===== src/rtl/rt_pkg.sv =====
package rt_pkg;

    // Symmetric clip of a signed time error.
    function automatic int clamp_err(input int v, input int lim);
        if (v > lim)  return lim;
        if (v < -lim) return -lim;
        return v;
    endfunction

endpackage


===== src/rtl/rt_fifo.sv =====
module rt_fifo #(
    parameter int W     = 9,
    parameter int DEPTH = 32
) (
    input  logic                       clk,
    input  logic                       rst_n,
    input  logic                       push,
    input  logic                       pop,
    input  logic [W-1:0]               wr_data,
    output logic [W-1:0]               rd_data,
    output logic [$clog2(DEPTH):0]     count,
    output logic                       empty,
    output logic                       full
);
    localparam int AW = $clog2(DEPTH);
    localparam int CW = AW + 1;

    typedef struct packed {
        logic [AW-1:0] wp;
        logic [AW-1:0] rp;
        logic [CW-1:0] cnt;
    } fifo_state_t;

    fifo_state_t s_d, s_q;
    logic [W-1:0] mem_q [DEPTH];
    logic do_push, do_pop;

    assign empty   = (s_q.cnt == '0);
    assign full    = (s_q.cnt == CW'(DEPTH));
    assign count   = s_q.cnt;
    assign rd_data = mem_q[s_q.rp];
    assign do_push = push & ~full;
    assign do_pop  = pop & ~empty;

    always_comb begin
        s_d = s_q;
        if (do_push) s_d.wp = s_q.wp + 1'b1;
        if (do_pop)  s_d.rp = s_q.rp + 1'b1;
        case ({do_push, do_pop})
            2'b10:   s_d.cnt = s_q.cnt + 1'b1;
            2'b01:   s_d.cnt = s_q.cnt - 1'b1;
            default: s_d.cnt = s_q.cnt;
        endcase
    end

    always_ff @(posedge clk) begin
        if (!rst_n) s_q <= '0;
        else        s_q <= s_d;
    end

    always_ff @(posedge clk) begin
        if (do_push) mem_q[s_q.wp] <= wr_data;
    end

    AST_COUNT_IN_RANGE: assert property (@(posedge clk) disable iff (!rst_n)
        s_q.cnt <= CW'(DEPTH));
    AST_FULL_HOLDS_COUNT: assert property (@(posedge clk) disable iff (!rst_n)
        (full && !pop) |=> (s_q.cnt == CW'(DEPTH)));

endmodule


===== src/rtl/rt_loop.sv =====
module rt_loop #(
    parameter int PW      = 16,
    parameter int NOM_INC = 8192,
    parameter int KP_SH   = 2,
    parameter int KI_SH   = 6,
    parameter int IW      = 24
) (
    input  logic               clk,
    input  logic               rst_n,
    input  logic               run,
    input  logic               upd,
    input  logic signed [31:0] err,
    output logic               tick,
    output logic [PW-1:0]      inc
);
    localparam int SW = IW + 2;
    localparam logic signed [SW-1:0] INC_MAX = SW'((2 ** PW) - 1);

    typedef struct packed {
        logic [PW-1:0]        phase;
        logic [PW-1:0]        inc;
        logic signed [IW-1:0] integ;
    } loop_state_t;

    loop_state_t s_d, s_q;
    logic [PW:0]          sum;
    logic signed [SW-1:0] raw;

    assign sum  = {1'b0, s_q.phase} + {1'b0, s_q.inc};
    assign tick = run & sum[PW];
    assign inc  = s_q.inc;

    always_comb begin
        s_d = s_q;
        raw = '0;
        if (run) s_d.phase = sum[PW-1:0];
        if (upd) begin
            s_d.integ = s_q.integ + IW'(err);
            raw = SW'(NOM_INC) + SW'(s_d.integ >>> KI_SH) + SW'(err >>> KP_SH);
            if (raw < 0)            s_d.inc = '0;
            else if (raw > INC_MAX) s_d.inc = '1;
            else                    s_d.inc = raw[PW-1:0];
        end
    end

    always_ff @(posedge clk) begin
        if (!rst_n) begin
            s_q.phase <= '0;
            s_q.inc   <= PW'(NOM_INC);
            s_q.integ <= '0;
        end else begin
            s_q <= s_d;
        end
    end

    AST_FREQ_ONLY_ON_TS: assert property (@(posedge clk) disable iff (!rst_n)
        !upd |=> $stable(s_q.inc));
    AST_PHASE_FROZEN_IDLE: assert property (@(posedge clk) disable iff (!rst_n)
        !run |=> $stable(s_q.phase));

endmodule


===== src/rtl/rt_playout_tracker.sv =====
module rt_playout_tracker #(
    parameter int DW      = 8,
    parameter int TW      = 32,
    parameter int DEPTH   = 32,
    parameter int PW      = 16,
    parameter int NOM_INC = 8192,
    parameter int KP_SH   = 2,
    parameter int KI_SH   = 6,
    parameter int IW      = 24,
    parameter int ERR_LIM = 64
) (
    input  logic                      clk,
    input  logic                      rst_n,
    input  logic                      in_valid,
    input  logic [DW-1:0]             in_data,
    input  logic                      in_has_ts,
    input  logic [TW-1:0]             in_ts,
    input  logic [TW-1:0]             local_time,
    input  logic [$clog2(DEPTH):0]    start_level,
    output logic                      out_valid,
    output logic [DW-1:0]             out_data,
    output logic                      underflow,
    output logic [PW-1:0]             freq_word
);
    import rt_pkg::*;

    localparam int CW = $clog2(DEPTH) + 1;

    typedef struct packed {
        logic          running;
        logic          ovalid;
        logic [DW-1:0] odata;
        logic          uflow;
    } top_state_t;

    top_state_t s_d, s_q;

    logic [DW:0]     smp_head;
    logic [CW-1:0]   smp_cnt, ts_cnt;
    logic            smp_empty, smp_full, ts_empty, ts_full;
    logic [TW-1:0]   ts_head, tdiff;
    logic            push_s, push_t, pop_s, pop_t, tick;
    logic signed [31:0] err;

    assign push_s = in_valid & ~smp_full;
    assign push_t = push_s & in_has_ts;
    assign pop_s  = tick & ~smp_empty;
    assign pop_t  = pop_s & smp_head[DW];
    assign tdiff  = local_time - ts_head;
    assign err    = clamp_err(int'($signed(tdiff)), ERR_LIM);

    rt_fifo #(.W(DW + 1), .DEPTH(DEPTH)) i_smp_fifo (
        .clk(clk), .rst_n(rst_n), .push(push_s), .pop(pop_s),
        .wr_data({in_has_ts, in_data}), .rd_data(smp_head),
        .count(smp_cnt), .empty(smp_empty), .full(smp_full)
    );

    rt_fifo #(.W(TW), .DEPTH(DEPTH)) i_ts_fifo (
        .clk(clk), .rst_n(rst_n), .push(push_t), .pop(pop_t),
        .wr_data(in_ts), .rd_data(ts_head),
        .count(ts_cnt), .empty(ts_empty), .full(ts_full)
    );

    rt_loop #(.PW(PW), .NOM_INC(NOM_INC), .KP_SH(KP_SH), .KI_SH(KI_SH), .IW(IW)) i_loop (
        .clk(clk), .rst_n(rst_n), .run(s_q.running), .upd(pop_t),
        .err(err), .tick(tick), .inc(freq_word)
    );

    always_comb begin
        s_d         = s_q;
        s_d.running = s_q.running | (smp_cnt >= start_level);
        s_d.ovalid  = pop_s;
        if (pop_s) s_d.odata = smp_head[DW-1:0];
        if (tick && smp_empty) s_d.uflow = 1'b1;
    end

    always_ff @(posedge clk) begin
        if (!rst_n) s_q <= '0;
        else        s_q <= s_d;
    end

    assign out_valid = s_q.ovalid;
    assign out_data  = s_q.odata;
    assign underflow = s_q.uflow;

    AST_IDLE_NO_OUTPUT: assert property (@(posedge clk) disable iff (!rst_n)
        !s_q.running |=> !out_valid);
    AST_TS_BEHIND_SAMPLES: assert property (@(posedge clk) disable iff (!rst_n)
        ts_cnt <= smp_cnt);
    AST_TS_PRESENT: assert property (@(posedge clk) disable iff (!rst_n)
        pop_t |-> !ts_empty);
    AST_TS_ROOM: assert property (@(posedge clk) disable iff (!rst_n)
        push_t |-> !ts_full);
    AST_UNDERFLOW_STICKY: assert property (@(posedge clk) disable iff (!rst_n)
        underflow |=> underflow);
    AST_HOLD_WHEN_IDLE: assert property (@(posedge clk) disable iff (!rst_n)
        !out_valid |-> $stable(out_data));

endmodule


===== config.mk =====
export PLATFORM = sky130hd
export DESIGN_NAME = rt_playout_tracker
export DESIGN_NICKNAME = d
export VERILOG_FILES = /design/src/rtl/rt_pkg.sv /design/src/rtl/rt_fifo.sv /design/src/rtl/rt_loop.sv /design/src/rtl/rt_playout_tracker.sv
export SDC_FILE = /design/constraint.sdc
export NUM_CORES = 2
export LEC_CHECK = 0
export BUFFER_PORTS_ARGS = -buffer_cell sky130_fd_sc_hd__buf_4
export CAP_MARGIN = 20
export CORE_UTILIZATION = 45
export CTS_CLUSTER_DIAMETER = 80
export CTS_CLUSTER_SIZE = 30
export DETAILED_ROUTE_END_ITERATION = 12
export HOLD_SLACK_MARGIN = 0.1
export PLACE_DENSITY_LB_ADDON = 0.05
export SLEW_MARGIN = 20
export SYNTH_ARGS = -nofsm -noshare
export SYNTH_HDL_FRONTEND = slang
export SYNTH_SLANG_ARGS = --single-unit

===== constraint.sdc =====
create_clock -name clk -period 12.6 [get_ports clk]
set_clock_uncertainty 0.05 [all_clocks]
set_input_delay 1.26 -clock clk [delete_from_list [all_inputs] [get_ports clk]]
set_output_delay 1.26 -clock clk [all_outputs]
set_load 0.01 [all_outputs]

==> qor_table.md <==
| Result | This run |
|---|---|
| Die outline width | 368.9 um |
| Drt via density | 6.048 |
| Switching portion of total power | 23.76% |
| Post-synthesis instance total | 3321 |
| Pin slew with the least headroom to its limit | 1.108 ns |
| Async S/R FF share, synth | 0% |
| Min cycle time layout | 11.70 ns |
| Detailed Place HPWL | 92130 um |
| Endpoint class of the critical path | register |
| Kind of path behind the tightest hold check | reg -> reg |
| Die ar. | 136100 um^2 |
| Initial DRC Count | 3255 |
| Required time reported for the critical path endpoint | 13.11 ns |
| Total number of nets in the final design | 3680 |
| Leakage power of the design | 0.02117 uW |
| Kind of critical path | reg -> reg |
| Slowest stage cell, crit path | mux4_2 |
| Arrival time of data at the critical path endpoint | 12.21 ns |
| Highest fanout seen on the critical path | 27 |
| Primary FF master, synth | edfxtp_1 |
| RSZ-0062 raised after global routing | no |
| Cell depth of the worst flop-to-flop path | 45 |
| DRT Wirelength | 156700 um |
| Clock network fraction of total power | 33.8% |
| Portion of the clock cycle consumed by the worst path in the final layout | 92.86% |
| Core Footprint | 133500 um^2 |
| Buffers added on ports | 107 |
| Area added between synthesis and finish | 10.79% |
| Final number of setup-violating endpoints | 0 |
| Buffers and inverters on the worst path | 4 |
| Power share of the sequential group | 58.8% |
| Outcome | completed |
| Vias in the first global route | 32.12k |
| Total count of hold-check failures in the final report | 0 |
| Total track usage | 23.16% |
| CTS hold repair buffers | 0 |
| Global-route wire length before repair | 226100 um |
| Via count of the routed design | 31.91k |
| Global placer's final weighted congestion | 0.9113 |
| Dominant cell type by count on the critical path | a21o_1 |
| Antenna violations before repair | 3 |
| Most frequent standard cell in the layout excluding fill and tap cells | edfxtp_1 |
| Overflow left after global routing | 0 |
| Overall die height | 368.9 um |
| Insertion delay of the later-clocked pin in the worst-skew pair | 0.73 ns |
| First-pass detailed-route iteration total | 5 |
| Count of different cell masters after synthesis | 104 |
| Cell types with the largest area share after synthesis | edfxtp_1, mux4_2, dfxtp_1 |
| Residual antenna-violating net count after detailed routing | 0 |
| Root buffer selected by CTS | clkbuf_16 |
| Maximum capacitance violations | 0 |
| Number of cells on the critical path | 45 |
| Commonest non-fill, non-tap cells in the layout | edfxtp_1, mux4_2, buf_4 |
| Seq/Total Area, Yosys | 68.64% |
| Count of standard-cell rows | 134 |
| Synthesized area per cell | 18.24 um^2 |
| Combinational cell fraction of total power | 7.4% |
| Ant diodes | 0 |
| Share of final-layout standard cells stronger than drive strength 1 | 25.29% |
| Largest net degree at the start of global routing | 65 |
| Clock Pin Slew Worst Setup and Hold Paths | 0.11 ns |
| Netlist Area Pre-Place | 60570 um^2 |
| Highest cell delay on the worst timing path | 0.54 ns |
| Kind of cell with the highest combined delay on the critical path | compound AO/OA/AOI/OAI gates |
| Final cell utilization of the core | 50.29% |
| Flip-flop and latch count after synthesis | 1421 |
| Detailed-route DRC error count | 0 |
| Final Slew Violations | 0 |
| Final Instance Count excl. Fillers | 5276 |
| Syn Nets | 3548 |
| EDFF count, synth | 1312 |
| Inst Count DP | 5137 |
| Maximum VDD drop | 0.0001017 V |
| Dominant cell type by area after synthesis | edfxtp_1 |
| Initial Utilization | 45.39% |
| Register Area | 41600 um^2 |
| Kind of launch point of the worst setup path | register |
| Share of Yosys cell area claimed by the top area cell type | 65.04% |
| Number of warning messages in the yosys log | 0 |
| Accumulated negative setup slack | 0 ns |
| Number of cells on the worst hold path | 2 |
| Count of fill cells added during filler insertion | 10.88k |
| Switching pwr | 2087 uW |
| Inserted Clock Buffers | 74 |
| Maximum clock insertion buffer count | 3 |
| Area of combinational cells with multiple inputs | 18410 um^2 |
| Power density normalized to cell area | 130.9 nW/um^2 |
| Highest attainable clock frequency | 85.47 MHz |
| Boundary pin count | 108 |
| TritonCTS clock tree | done |
| Total number of clock tree sinks | 1421 |
| Worst max-slew margin expressed relative to the limit | 25.85% |
| DR WL/cell | 29.71 um |
| CTS H-Tree Depth | 3 |
| Internal portion of total power | 6696 uW |
## through the flow
step | cell area [um^2] | power, uW | hold WS, ns | setup slack, ns
floorplan | 60570 | 5677 | 0.3862 | 1.310
global placement | 64130 | 5890 | 0.3986 | 0.3443
detailed placement | 64140 | 5902 | 0.4080 | 0.1141
CTS | 66820 | 8846 | 0.4184 | 0.002352
global route | 67110 | 9070 | 0.4396 | 0.02444
finish | 67110 | 8783 | 0.4171 | 0.9000
## cell usage after synthesis (all sizes together) (15+ instances only)
cell type,number
edfxtp,1312
mux4,408
nor2,212
ha,139
nand2,130
a21oi,119
dfxtp,109
clkbuf,88
buf,79
inv,67
mux2i,61
o21ai,58
xnor2,55
a21o,39
nand3,36
xor2,35
nor3,34
a211oi,23
nand4,23
o211ai,23
o21bai,23
nor4,18
a31oi,17
and3,15
nor2b,15
or3,15
## tightest hold or removal path, stage by stage (launching register included)
cell and delay [ns]:
dfxtp_1 0.33, nand2_1 0.05, a21oi_1 0.05
## layer usage
layer	vias to the layer above	wire, um	GRT usage [%]
met4	6	3638	5.426
li1	13730	-	-
met1	17070	67050	32.09
met2	935	78480	39.15
met3	169	7544	2.814
met5	-	37	0
## cells by family after synthesis
kind of cell | share of synthesized area, %
flip-flops | 68.64
AND/OR/NAND/NOR | 4.608
multiplexers | 16.27
AO/OA/AOI/OAI | 4.431
buffers and inverters | 1.632
adder cells (fa/ha/maj) | 3.119
XOR/XNOR | 1.301
## layout make-up
| cell class | count | area share [%] |
|---|---|---|
| sequential | 1421 | 61.99 |
| multi-input combinational | 1666 | 27.44 |
| tap | 1768 | 3.296 |
| clock buffer | 81 | 2.908 |
| timing repair buffer | 223 | 2.901 |
| clock inverter | 50 | 1.094 |
| inverter | 67 | 0.3747 |
## power groups by stage
stage | registers (uW) | clock network (uW) | logic, uW
6_report | 5160 | 2970 | 654
5_1_grt | 5160 | 3190 | 720
4_1_cts | 5160 | 3050 | 637
3_5_place_dp | 5270 | 0 | 633
3_3_place_gp | 5270 | 0 | 622
2_1_floorplan | 5270 | 0 | 407
## final timing paths
path | slack (ns) | end | start
worst min-delay path | 0.42 | i_loop.s_q[3] | i_loop.s_q[3]
worst max register to register | 0.90 | i_loop.inc[13] | register
worst min register to register | 0.42 | i_loop.s_q[3] | i_loop.s_q[3]
worst max-delay path | 0.90 | i_loop.inc[13] | register
## state kept, by name, indices dropped and copies added (netlist names), 6 cells and up, named ones only
signal            flops
i_ts_fifo.mem_q    1024
i_smp_fifo.mem_q    288
i_loop.s_q           40
i_loop.inc           16
i_smp_fifo.s_q       10
i_ts_fifo.s_q        10
out_data              8
i_smp_fifo.count      6
i_ts_fifo.count       6
## repair_timing
action	CTS	global route
hold endpoints to repair	0	0
buffers inserted	0	7
resized for setup	0	43
setup endpoints to repair	0	16
No activity file was read; power rests on OpenSTA's default activity.
